**src/rtl/uart_regfront_pkg.sv**
```systemverilog
// Package: shared register selects and interrupt bit positions for the
// UART register front-end. Assumes a 16-bit wide register file.
package uart_regfront_pkg;

    typedef enum logic [3:0] {
        SEL_NONE, SEL_DATA, SEL_FLAG, SEL_IDIV, SEL_FDIV, SEL_LINE,
        SEL_CTRL, SEL_LVL, SEL_MASK, SEL_RAW, SEL_MSKD, SEL_CLR
    } reg_sel_e;

    localparam int IRQ_W  = 11;
    localparam int BIT_RX = 4;
    localparam int BIT_TX = 5;
    localparam int BIT_RT = 6;

    localparam logic [IRQ_W-1:0] SRC_BITS     = 11'h070;
    localparam logic [15:0]      MASK_ALLOWED = 16'h0070;

endpackage

```
**src/rtl/uart_regfront_decode.sv**
```systemverilog
// Module: access decoder. Maps an offset to a register select, checks the
// access width, truncates write data and flags illegal accesses.
// Assumes one strobe per access; all state changes are gated by the top
// with the returned ok strobes.
module uart_regfront_decode
    import uart_regfront_pkg::*;
#(
    parameter int ADDR_W = 12
) (
    input  logic [ADDR_W-1:0] addr,
    input  logic              rd,
    input  logic              wr,
    input  logic [2:0]        size,
    input  logic [31:0]       wdata,
    output reg_sel_e          sel,
    output logic [15:0]       wdata_t,
    output logic [31:0]       rd_mask,
    output logic              rd_ok,
    output logic              wr_ok,
    output logic              err
);

    logic        size_ok;
    logic        bad_ro;
    logic        bad_mask;
    logic        unused_hi;

    assign unused_hi = ^wdata[31:16];

    // Offset to register select.
    always_comb begin
        case (addr)
            ADDR_W'(12'h000): sel = SEL_DATA;
            ADDR_W'(12'h018): sel = SEL_FLAG;
            ADDR_W'(12'h024): sel = SEL_IDIV;
            ADDR_W'(12'h028): sel = SEL_FDIV;
            ADDR_W'(12'h02C): sel = SEL_LINE;
            ADDR_W'(12'h030): sel = SEL_CTRL;
            ADDR_W'(12'h034): sel = SEL_LVL;
            ADDR_W'(12'h038): sel = SEL_MASK;
            ADDR_W'(12'h03C): sel = SEL_RAW;
            ADDR_W'(12'h040): sel = SEL_MSKD;
            ADDR_W'(12'h044): sel = SEL_CLR;
            default:          sel = SEL_NONE;
        endcase
    end

    // Width check and truncation masks.
    always_comb begin
        size_ok = 1'b1;
        case (size)
            3'd1:    rd_mask = 32'h0000_00FF;
            3'd2:    rd_mask = 32'h0000_FFFF;
            3'd4:    rd_mask = 32'hFFFF_FFFF;
            default: begin
                rd_mask = 32'h0;
                size_ok = 1'b0;
            end
        endcase
        wdata_t = wdata[15:0] & rd_mask[15:0];
    end

    // Illegal access classification.
    always_comb begin
        bad_ro   = wr && (sel == SEL_FLAG || sel == SEL_RAW || sel == SEL_MSKD);
        bad_mask = wr && (sel == SEL_MASK) && (|(wdata_t & ~MASK_ALLOWED));
        err      = (rd || wr) && (!size_ok || sel == SEL_NONE || (rd && wr) ||
                   bad_ro || bad_mask || (rd && sel == SEL_CLR));
        rd_ok    = rd && !err;
        wr_ok    = wr && !err;
    end

endmodule

```
**src/rtl/uart_regfront_irq.sv**
```systemverilog
// Module: interrupt core. Holds mask, raw and masked status, the single
// non-rearming evaluation timer and the interrupt level. Assumes
// INT_DELAY >= 1 and that set and clear requests are one-cycle strobes.
module uart_regfront_irq
    import uart_regfront_pkg::*;
#(
    parameter int INT_DELAY = 4
) (
    input  logic             clk,
    input  logic             rst_n,
    input  logic             set_rx,
    input  logic             set_tx,
    input  logic             mask_we,
    input  logic [IRQ_W-1:0] mask_wdata,
    input  logic             clr_we,
    input  logic [IRQ_W-1:0] clr_data,
    output logic [IRQ_W-1:0] mask,
    output logic [IRQ_W-1:0] raw,
    output logic [IRQ_W-1:0] masked,
    output logic             irq
);

    localparam int CNT_W = $clog2(INT_DELAY + 1);

    logic [CNT_W-1:0] cnt;
    logic             pending;
    logic             eval;
    logic             trigger;
    logic [IRQ_W-1:0] sets;
    logic [IRQ_W-1:0] raw_next;
    logic [IRQ_W-1:0] mask_next;
    logic [IRQ_W-1:0] masked_next;

    // Next-state of status: clears first, then same-cycle sets.
    always_comb begin
        sets          = '0;
        sets[BIT_RX]  = set_rx;
        sets[BIT_RT]  = set_rx;
        sets[BIT_TX]  = set_tx || (mask_we && mask_wdata[BIT_TX]);
        trigger       = set_rx || sets[BIT_TX];
        raw_next      = (raw & ~(clr_we ? clr_data : '0)) | sets;
        mask_next     = mask_we ? mask_wdata : mask;
        masked_next   = mask_next & raw_next;
        eval          = pending && (cnt == '0);
    end

    // Status registers and interrupt level.
    always_ff @(posedge clk) begin
        if (!rst_n) begin
            mask   <= '0;
            raw    <= '0;
            masked <= '0;
            irq    <= 1'b0;
        end else begin
            mask <= mask_next;
            raw  <= raw_next;
            if (eval || clr_we) masked <= masked_next;
            if (eval)
                irq <= |(masked_next & SRC_BITS);
            else if (clr_we && masked_next == '0)
                irq <= 1'b0;
        end
    end

    // Evaluation timer: started only when idle or expiring.
    always_ff @(posedge clk) begin
        if (!rst_n) begin
            pending <= 1'b0;
            cnt     <= '0;
        end else if (trigger && (!pending || eval)) begin
            pending <= 1'b1;
            cnt     <= CNT_W'(INT_DELAY - 1);
        end else if (eval) begin
            pending <= 1'b0;
        end else if (pending) begin
            cnt <= cnt - 1'b1;
        end
    end

    p_tx_raw_set_r4: assert property (@(posedge clk) disable iff (!rst_n)
        set_tx |=> raw[BIT_TX]);

    p_rx_raw_set_r5: assert property (@(posedge clk) disable iff (!rst_n)
        set_rx |=> (raw[BIT_RX] && raw[BIT_RT]));

    p_timer_bound_r7: assert property (@(posedge clk) disable iff (!rst_n)
        pending |-> (cnt < CNT_W'(INT_DELAY)));

    p_rise_at_eval_r8: assert property (@(posedge clk) disable iff (!rst_n)
        $rose(irq) |-> $past(eval));

    p_clear_drops_r9: assert property (@(posedge clk) disable iff (!rst_n)
        (clr_we && !eval && masked_next == '0) |=> !irq);

endmodule

```
**src/rtl/uart_regfront.sv**
```systemverilog
// Module: UART register front-end top. Holds the configuration registers,
// the read mux, the transmit byte strobe and the end-of-transmission pulse,
// and wires the decoder and interrupt core. Assumes the terminal drops
// rx_valid after rx_take and presents at most one byte at a time.
module uart_regfront
    import uart_regfront_pkg::*;
#(
    parameter int ADDR_W    = 12,
    parameter int INT_DELAY = 4
) (
    input  logic              clk,
    input  logic              rst_n,
    input  logic [ADDR_W-1:0] bus_addr,
    input  logic              bus_rd,
    input  logic              bus_wr,
    input  logic [2:0]        bus_size,
    input  logic [31:0]       bus_wdata,
    output logic [31:0]       bus_rdata,
    output logic              bus_err,
    input  logic              rx_valid,
    input  logic [7:0]        rx_data,
    output logic              rx_take,
    output logic              tx_valid,
    output logic [7:0]        tx_data,
    input  logic              eot_enable,
    output logic              eot_pulse,
    output logic              irq
);

    reg_sel_e         sel;
    logic [15:0]      wd;
    logic [31:0]      rd_mask;
    logic             rd_ok;
    logic             wr_ok;
    logic [15:0]      ctrl_q;
    logic [15:0]      idiv_q;
    logic [5:0]       fdiv_q;
    logic [7:0]       line_q;
    logic [5:0]       lvl_q;
    logic             rx_q;
    logic             data_we;
    logic [IRQ_W-1:0] mask;
    logic [IRQ_W-1:0] raw;
    logic [IRQ_W-1:0] masked;
    logic [31:0]      rd_raw;

    uart_regfront_decode #(.ADDR_W(ADDR_W)) u_dec (
        .addr(bus_addr), .rd(bus_rd), .wr(bus_wr), .size(bus_size),
        .wdata(bus_wdata), .sel(sel), .wdata_t(wd), .rd_mask(rd_mask),
        .rd_ok(rd_ok), .wr_ok(wr_ok), .err(bus_err)
    );

    assign data_we = wr_ok && (sel == SEL_DATA);
    assign rx_take = rd_ok && (sel == SEL_DATA) && rx_valid;

    uart_regfront_irq #(.INT_DELAY(INT_DELAY)) u_irq (
        .clk(clk), .rst_n(rst_n),
        .set_rx(rx_valid && !rx_q), .set_tx(data_we),
        .mask_we(wr_ok && (sel == SEL_MASK)), .mask_wdata(wd[IRQ_W-1:0]),
        .clr_we(wr_ok && (sel == SEL_CLR)), .clr_data(wd[IRQ_W-1:0]),
        .mask(mask), .raw(raw), .masked(masked), .irq(irq)
    );

    // Configuration registers, written only by accepted accesses.
    always_ff @(posedge clk) begin
        if (!rst_n) begin
            ctrl_q <= 16'h0300;
            idiv_q <= '0;
            fdiv_q <= '0;
            line_q <= '0;
            lvl_q  <= 6'h12;
        end else if (wr_ok) begin
            case (sel)
                SEL_CTRL: ctrl_q <= wd;
                SEL_IDIV: idiv_q <= wd;
                SEL_FDIV: fdiv_q <= wd[5:0];
                SEL_LINE: line_q <= wd[7:0];
                SEL_LVL:  lvl_q  <= wd[5:0];
                default:  ;
            endcase
        end
    end

    // Transmit strobe, end-of-transmission pulse and receive edge history.
    always_ff @(posedge clk) begin
        if (!rst_n) begin
            tx_valid  <= 1'b0;
            tx_data   <= '0;
            eot_pulse <= 1'b0;
            rx_q      <= 1'b0;
        end else begin
            tx_valid  <= data_we;
            eot_pulse <= data_we && eot_enable && (wd[7:0] == 8'h04);
            rx_q      <= rx_valid;
            if (data_we) tx_data <= wd[7:0];
        end
    end

    // Read mux, truncated to the access width.
    always_comb begin
        case (sel)
            SEL_DATA: rd_raw = {24'b0, rx_valid ? rx_data : 8'h00};
            SEL_FLAG: rd_raw = {24'b0, 1'b1, 2'b0, !rx_valid, 3'b0, 1'b1};
            SEL_IDIV: rd_raw = {16'b0, idiv_q};
            SEL_FDIV: rd_raw = {26'b0, fdiv_q};
            SEL_LINE: rd_raw = {24'b0, line_q};
            SEL_CTRL: rd_raw = {16'b0, ctrl_q};
            SEL_LVL:  rd_raw = {26'b0, lvl_q};
            SEL_MASK: rd_raw = {21'b0, mask};
            SEL_RAW:  rd_raw = {21'b0, raw};
            SEL_MSKD: rd_raw = {21'b0, masked};
            default:  rd_raw = 32'h0;
        endcase
        bus_rdata = rd_ok ? (rd_raw & rd_mask) : 32'h0;
    end

    p_take_needs_byte_r3: assert property (@(posedge clk) disable iff (!rst_n)
        rx_take |-> (rx_valid && bus_rd));

    p_tx_one_cycle_r4: assert property (@(posedge clk) disable iff (!rst_n)
        data_we |=> tx_valid);

    p_err_no_cfg_change_r11: assert property (@(posedge clk) disable iff (!rst_n)
        bus_err |=> ($stable(ctrl_q) && $stable(idiv_q) && $stable(line_q) &&
                     $stable(mask)));

    p_eot_with_tx_r12: assert property (@(posedge clk) disable iff (!rst_n)
        eot_pulse |-> (tx_valid && tx_data == 8'h04));

endmodule

```
**config.mk**
```make
export PLATFORM = sky130hd
export DESIGN_NAME = uart_regfront
export DESIGN_NICKNAME = d
export VERILOG_FILES = /design/src/rtl/uart_regfront_pkg.sv /design/src/rtl/uart_regfront_decode.sv /design/src/rtl/uart_regfront_irq.sv /design/src/rtl/uart_regfront.sv
export SDC_FILE = /design/constraint.sdc
export NUM_CORES = 1
export LEC_CHECK = 0
export BUFFER_PORTS_ARGS = -buffer_cell sky130_fd_sc_hd__buf_2
export CAP_MARGIN = 0
export CELL_PAD_IN_SITES_DETAIL_PLACEMENT = 1
export CELL_PAD_IN_SITES_GLOBAL_PLACEMENT = 2
export CORE_ASPECT_RATIO = 1.4
export CORE_MARGIN = 1
export CORE_UTILIZATION = 29
export DETAILED_ROUTE_END_ITERATION = 12
export PLACE_DENSITY_LB_ADDON = 0.1
export SYNTH_ARGS = -nofsm -noshare
export SYNTH_HDL_FRONTEND = slang
export SYNTH_SLANG_ARGS = --single-unit
```
**constraint.sdc**
```tcl
create_clock -name clk -period 3.16 [get_ports clk]
set_input_delay 0.632 -clock clk [delete_from_list [all_inputs] [get_ports clk]]
set_output_delay 0.632 -clock clk [all_outputs]
set_load 0.01 [all_outputs]
```
==> results.json, run 1 <==
{
  "status": "finished, violations left",
  "clock_path_buffers": 2,
  "highest-signal-layer": "met4",
  "placedCellCount": 1072,
  "synthCells": 672,
  "clk_pin_slew_ns": 0.07,
  "yosys.area.top_type": "dfxtp_1",
  "synthTopCellsByCount": "nand2_1, dfxtp_1, a21oi_1",
  "maxCapViolations": 0,
  "irDropWorstVdd_uv": 236,
  "grt.total_usage": 0.238,
  "critPathRequiredTime_ns": 2.53,
  "finish.utilization": 0.435,
  "worstSetupStartpointType": "input port",
  "cts_root_buf": "clkbuf_16",
  "tritoncts": "built",
  "worstSetupPathType": "in -> out",
  "initial_core_util": 0.297,
  "hold_class": "reg -> reg",
  "cts_hold_buf": 0,
  "met2_length_um": 12200,
  "die_h_um": 165,
  "io-pin-count": 106,
  "fin_crit_ns": 3.57,
  "fmaxAchievable_ghz": 0.280,
  "leakagePower_nw": 3.35,
  "dr_wl_met3_um": 543,
  "drc": 0,
  "avgSynthCellArea_um2": 8.22,
  "hold_violations": 0,
  "async_flop_share": 0,
  "yosysMostFrequentCell": "nand2_1",
  "via_per_inst": 5.13,
  "hpwl_um": 17100,
  "endpoint_kind": "primary output",
  "violations": "negative setup slack",
  "grt_max_degree": 31,
  "dpl-instance-area_um2": 7000,
  "die_x_um": 119,
  "yosysWarnings": 0,
  "drv_slew": 0,
  "fp.coreArea_um2": 18600,
  "rsz0062_at_grt": "yes",
  "netlist.area_leader.share": 0.366,
  "dieArea_um2": 19600,
  "drt_first_pass_iters": 5,
  "synth_area_leaders": "dfxtp_1, nand2_1, a21oi_1, mux2i_1, buf_4",
  "numPortBuffers": 73,
  "finalSetupViolCount": 18,
  "ys_types": 87,
  "drt_iter0_markers": 205,
  "fill_cells": 2204,
  "instances_no_fill": 1121,
  "worst_slack_ns": -0.406,
  "tns_ns": -5.03,
  "power.density_nw_per_um2": 351,
  "insertion_delay_ns": 0.36,
  "place_congestion": 0.819,
  "num_rows": 59,
  "synth_edf_count": 0,
  "period_share": 1.13,
  "num_vias": 5748,
  "final_area_um2": 8090,
  "slew_headroom": 0.545,
  "grt_pass1_vias": 6153,
  "wl_met1_um": 9350,
  "nNetsFinal": 935,
  "ant_nets": 0,
  "tightest_slew_ns": 0.682,
  "clkSinkCount": 101,
  "wl_per_cell_um": 20.5,
  "antenna_found_initial": 0,
  "n_antenna_cell": 0,
  "synthesis.area_um2": 5520,
  "ys.flop_type": "dfxtp_1",
  "crit_fanout": 6,
  "ys_ff_latch": 101,
  "drive_above_1_share": 0.387,
  "grt_overflow": 0,
  "fin_worst_skew_ns": 0.00340,
  "cts_max_level": 3,
  "wl_um": 23000,
  "ys_seq_area_frac": 0.366,
  "grt_pass1_wl_um": 34800,
  "cp.arrival_ns": 2.93,
  "cts-buffers-inserted": 9,
  "area_delta_synth_final_pct": 46.4
}
-- cells by family after synthesis --
group	after synthesis	synth area share
mux	26	0.0521
simple gates	291	0.282
other cells	1	0.000679
fa+ha+maj	2	0.00453
xor+xnor	4	0.00635
buf+inv	76	0.0757
flops	101	0.366
compound gates	171	0.212
-- layer usage --
layer / track usage / vias up
met4: 0.119 / 0
li1: - / 2762
met3: 0.0323 / 51
met1: 0.260 / 2826
met5: 0 / -
met2: 0.449 / 109
-- report_power, final --
group	switching, W	internal [W]
clock	0.000543	0.000627
sequential	0.00000556	0.00128
combinational	0.000212	0.000173
-- per-stage QoR --
| stage | total power (W) | setup slack (ns) | hold slack (ns) |
|---|---|---|---|
| CTS | 0.00286 | -0.314 | 0.458 |
| global placement | 0.00163 | -0.510 | 0.438 |
| detailed placement | 0.00164 | -0.510 | 0.446 |
| finish | 0.00284 | -0.406 | 0.455 |
| global route | 0.00296 | -0.471 | 0.469 |
| floorplan | 0.00149 | -0.186 | 0.425 |
-- layout by cell type (no fill, tap or decap), drive strengths merged, types with 3 or more instances in the layout --
cell / n
nor4: 3
a21oi: 75
nand2: 126
a21o: 3
a222oi: 5
clkbuf: 10
or3: 6
or2: 4
and2: 18
a221o: 4
nand2b: 5
nor2: 45
a31oi: 6
o21ai: 21
inv: 13
nor4b: 4
dfxtp: 101
nand3: 25
a211oi: 4
a22oi: 14
mux2i: 22
o211ai: 7
buf: 239
or4: 3
nand4: 10
nor3b: 4
nor3: 9
conb: 16
and3: 17
a41oi: 7
xnor2: 3
and2b: 3
-- worst paths after layout --
path	start	end	slack, ns	cells after the start
hold reg to reg	ctrl_q[10]$_SDFFE_PN0P_	ctrl_q[10]$_SDFFE_PN0P_	0.46	2
setup reg to reg	u_irq.cnt[0]$_SDFFE_PN0P_	u_irq.masked[8]$_SDFFE_PN0P_	1.41	8
hold / removal	ctrl_q[10]$_SDFFE_PN0P_	ctrl_q[10]$_SDFFE_PN0P_	0.46	2
setup / recovery	bus_addr[2]	bus_rdata[10]	-0.41	10
-- area by class of cell --
cell class	count	area, µm²	area share
Multi-Input combinational cell	510	3490	0.431
Sequential cell	101	2020	0.250
Timing Repair Buffer	240	1930	0.238
Tap cell	244	305	0.0378
Clock buffer	9	225	0.0279
Clock inverter	7	82.6	0.0102
Inverter	10	37.5	0.00464
-- repair_timing --
item / CTS / global route
gates resized for setup: 77 / 25
cloned: 3 / 1
endpoints found under the setup margin: 18 / 18
pin swaps: 34 / 21
hold endpoints to repair: 0 / 0
setup buffers: 22 / 9
-- state kept, by name, summed over array words and instances, names as in the netlist, 3 cells and up --
register	cells
line_q	8
tx_data	8
u_irq.raw	11
u_irq.masked	11
lvl_q	6
u_irq.cnt	3
idiv_q	16
fdiv_q	6
ctrl_q	16
u_irq.mask	11
-- worst max-delay path, stage by stage --
cell and delay [ns]:
buf_6 0.10, buf_6 0.11, nor3b_2 0.14, a221o_1 0.33, nor3b_4 0.31, o311ai_4 0.16
a211o_1 0.29, or3_4 0.45, a41oi_2 0.24, buf_2 0.17
Power figures use the tool's default switching activity.
==> run 2: changes to the inputs <==
--- a/config.mk
+++ b/config.mk
@@ -7,13 +7,12 @@
 export LEC_CHECK = 0
 export BUFFER_PORTS_ARGS = -buffer_cell sky130_fd_sc_hd__buf_2
 export CAP_MARGIN = 0
-export CELL_PAD_IN_SITES_DETAIL_PLACEMENT = 1
-export CELL_PAD_IN_SITES_GLOBAL_PLACEMENT = 2
 export CORE_ASPECT_RATIO = 1.4
 export CORE_MARGIN = 1
-export CORE_UTILIZATION = 29
+export CORE_UTILIZATION = 50
 export DETAILED_ROUTE_END_ITERATION = 12
-export PLACE_DENSITY_LB_ADDON = 0.1
+export PLACE_DENSITY = 0.76
+export RECOVER_POWER = 50
 export SYNTH_ARGS = -nofsm -noshare
 export SYNTH_HDL_FRONTEND = slang
 export SYNTH_SLANG_ARGS = --single-unit
==> run 2 against run 1 <==
Compared with the run above:
- the flow finishes with violations (max-capacitance violations, max-slew violations, negative setup slack)
- clock power down 4%
- clock-buffer cell count up 1
- register-to-register slack worse by 0.07 ns
- non-clock buffer count down 32
- flip-flop and latch count unchanged
- die area down 41%
- sequential share of layout area up 2.5 points
- cell count down 12%
- global-route usage up 8.8 points
- fmax up 4.7%
- total power down 3.6%
- critical endpoint is now bus_rdata[2]
- largest cell class unchanged
==> results.json, run 2 (synthesized netlist as in run 1, its figures left out) <==
{
  "fill_cells": 887,
  "numPortBuffers": 73,
  "status": "finished, violations left",
  "crit_fanout": 9,
  "clock_path_buffers": 2,
  "slew_headroom": -0.0152,
  "grt_pass1_wl_um": 29200,
  "clk_pin_slew_ns": 0.07,
  "worstSetupPathType": "in -> out",
  "num_vias": 5877,
  "worstSetupStartpointType": "input port",
  "die_x_um": 90.8,
  "grt.total_usage": 0.326,
  "critPathRequiredTime_ns": 2.53,
  "rsz0062_at_grt": "yes",
  "leakagePower_nw": 3.00,
  "clkSinkCount": 101,
  "layout_commonest_cell": "nand2_1",
  "tightest_slew_ns": 1.52,
  "hpwl_um": 13400,
  "ant_nets": 0,
  "wl_per_cell_um": 19.1,
  "grt_overflow": 0,
  "die_h_um": 126,
  "endpoint_kind": "primary output",
  "num_rows": 45,
  "crit_top_cell": "buf_6",
  "drt_first_pass_iters": 5,
  "power.density_nw_per_um2": 373,
  "fin_crit_ns": 3.40,
  "cp.arrival_ns": 2.77,
  "finalSetupViolCount": 24,
  "tns_ns": -3.90,
  "hold_violations": 0,
  "cts-buffers-inserted": 9,
  "tritoncts": "built",
  "cp_top_family": "simple AND/OR/NAND/NOR gates",
  "place_congestion": 0.952,
  "fmaxAchievable_ghz": 0.294,
  "drv_slew": 35,
  "violations": "max-capacitance violations, max-slew violations, negative setup slack",
  "seqCellArea_um2": 2020,
  "irDropWorstVdd_uv": 322,
  "period_share": 1.08,
  "dieArea_um2": 11500,
  "timing.critical_path.buf_inv": 3,
  "drt_iter0_markers": 718,
  "top_regs": "ctrl_q (16), idiv_q (16)",
  "insertion_delay_ns": 0.35,
  "drc": 0,
  "wl_um": 18800,
  "post-place-ws_ns": -0.380,
  "cts_max_level": 3,
  "n_antenna_cell": 0,
  "r2r_slack_ns": 1.34,
  "io-pin-count": 106,
  "initial_core_util": 0.511,
  "hold_class": "reg -> reg",
  "grt_max_degree": 35,
  "cts_root_buf": "clkbuf_16",
  "layout_common_cells": "nand2_1, buf_4, dfxtp_1, a21oi_1, buf_2",
  "area_delta_synth_final_pct": 33.2,
  "fin_worst_skew_ns": 0.00682,
  "drive_above_1_share": 0.329,
  "worst_slack_ns": -0.244,
  "multi_input_area_um2": 3360,
  "antenna_found_initial": 0,
  "nNetsFinal": 904,
  "path_cells": "buf_6 > or4_4 > or2_4 > nor3_4 > buf_6 > and3_1 > o21ai_0 > a41oi_1 > buf_2",
  "maxCapViolations": 1,
  "grt_pass1_vias": 5694,
  "max_stage_delay_ns": 0.56,
  "via_per_inst": 5.97,
  "crit_slowest_cell": "or4_4",
  "fp.coreArea_um2": 10800
}
-- run 2: changes by cell type in the layout (fill, tap and decap cells not counted), moves of 3 or more --
cell and change:
nor2_4 -4, a21oi_2 +3, buf_12 -4, a22oi_2 +3
a22oi_1 -3, clkbuf_1 +19, buf_2 -4, nand2_4 -3
buf_6 -11, nor2_2 +3, buf_4 -31
-- run 2: power by group --
part	switching [W]	internal [W]
Clock	0.000485	0.000636
Sequential	0.00000537	0.00128
Combinational	0.000192	0.000141
-- run 2: metrics by stage --
stage	hold slack, ns	total power (W)	utilization	instances	cell area (µm²)
final	0.453	0.00274	0.681	985	7360
after global routing	0.471	0.00282	0.681	985	7360
after floorplan	0.425	0.00149	-	687	5680
after global placement	0.432	0.00161	0.622	953	6730
after CTS	0.454	0.00273	0.675	977	7300
after detailed placement	0.445	0.00162	0.622	953	6730
-- run 2: per-layer routing --
layer | global-route usage | routed length (µm) | up-vias
met5 | 0 | 0 | -
met4 | 0.204 | 1160 | 0
met3 | 0.0582 | 1460 | 76
met2 | 0.552 | 9070 | 328
met1 | 0.380 | 7090 | 2766
li1 | - | - | 2707
-- run 2: final cells by class --
cell class              instances  area share
repair buffers                208       0.199
clock buffers                  10      0.0325
clock inverters                 4     0.00765
flip-flops and latches        101       0.275
multi-input cells             511       0.457
well taps                     141      0.0240
inverters                      10     0.00510
-- run 2: path summary, 6_finish.rpt --
| path | start | to | cells past startpoint |
|---|---|---|---|
| worst max register to register | u_irq.cnt[0]$_SDFFE_PN0P_ | u_irq.masked[8]$_SDFFE_PN0P_ | 8 |
| worst max-delay path | bus_addr[1] | bus_rdata[2] | 9 |
| worst min register to register | tx_data[3]$_SDFFE_PN0P_ | tx_data[3]$_SDFFE_PN0P_ | 2 |
| worst min-delay path | tx_data[3]$_SDFFE_PN0P_ | tx_data[3]$_SDFFE_PN0P_ | 2 |
-- run 2: tightest hold or removal path, stage by stage, from the launching register on --
cell     delay [ns]
dfxtp_1        0.31
nand2_1        0.05
a21oi_1        0.05
-- run 2: what timing repair did --
action,CTS,global route
gates resized for setup,39,29
pin swaps,22,16
hold buffers,0,0
endpoints found under the setup margin,18,19
gates cloned,1,0
buffers inserted,10,9
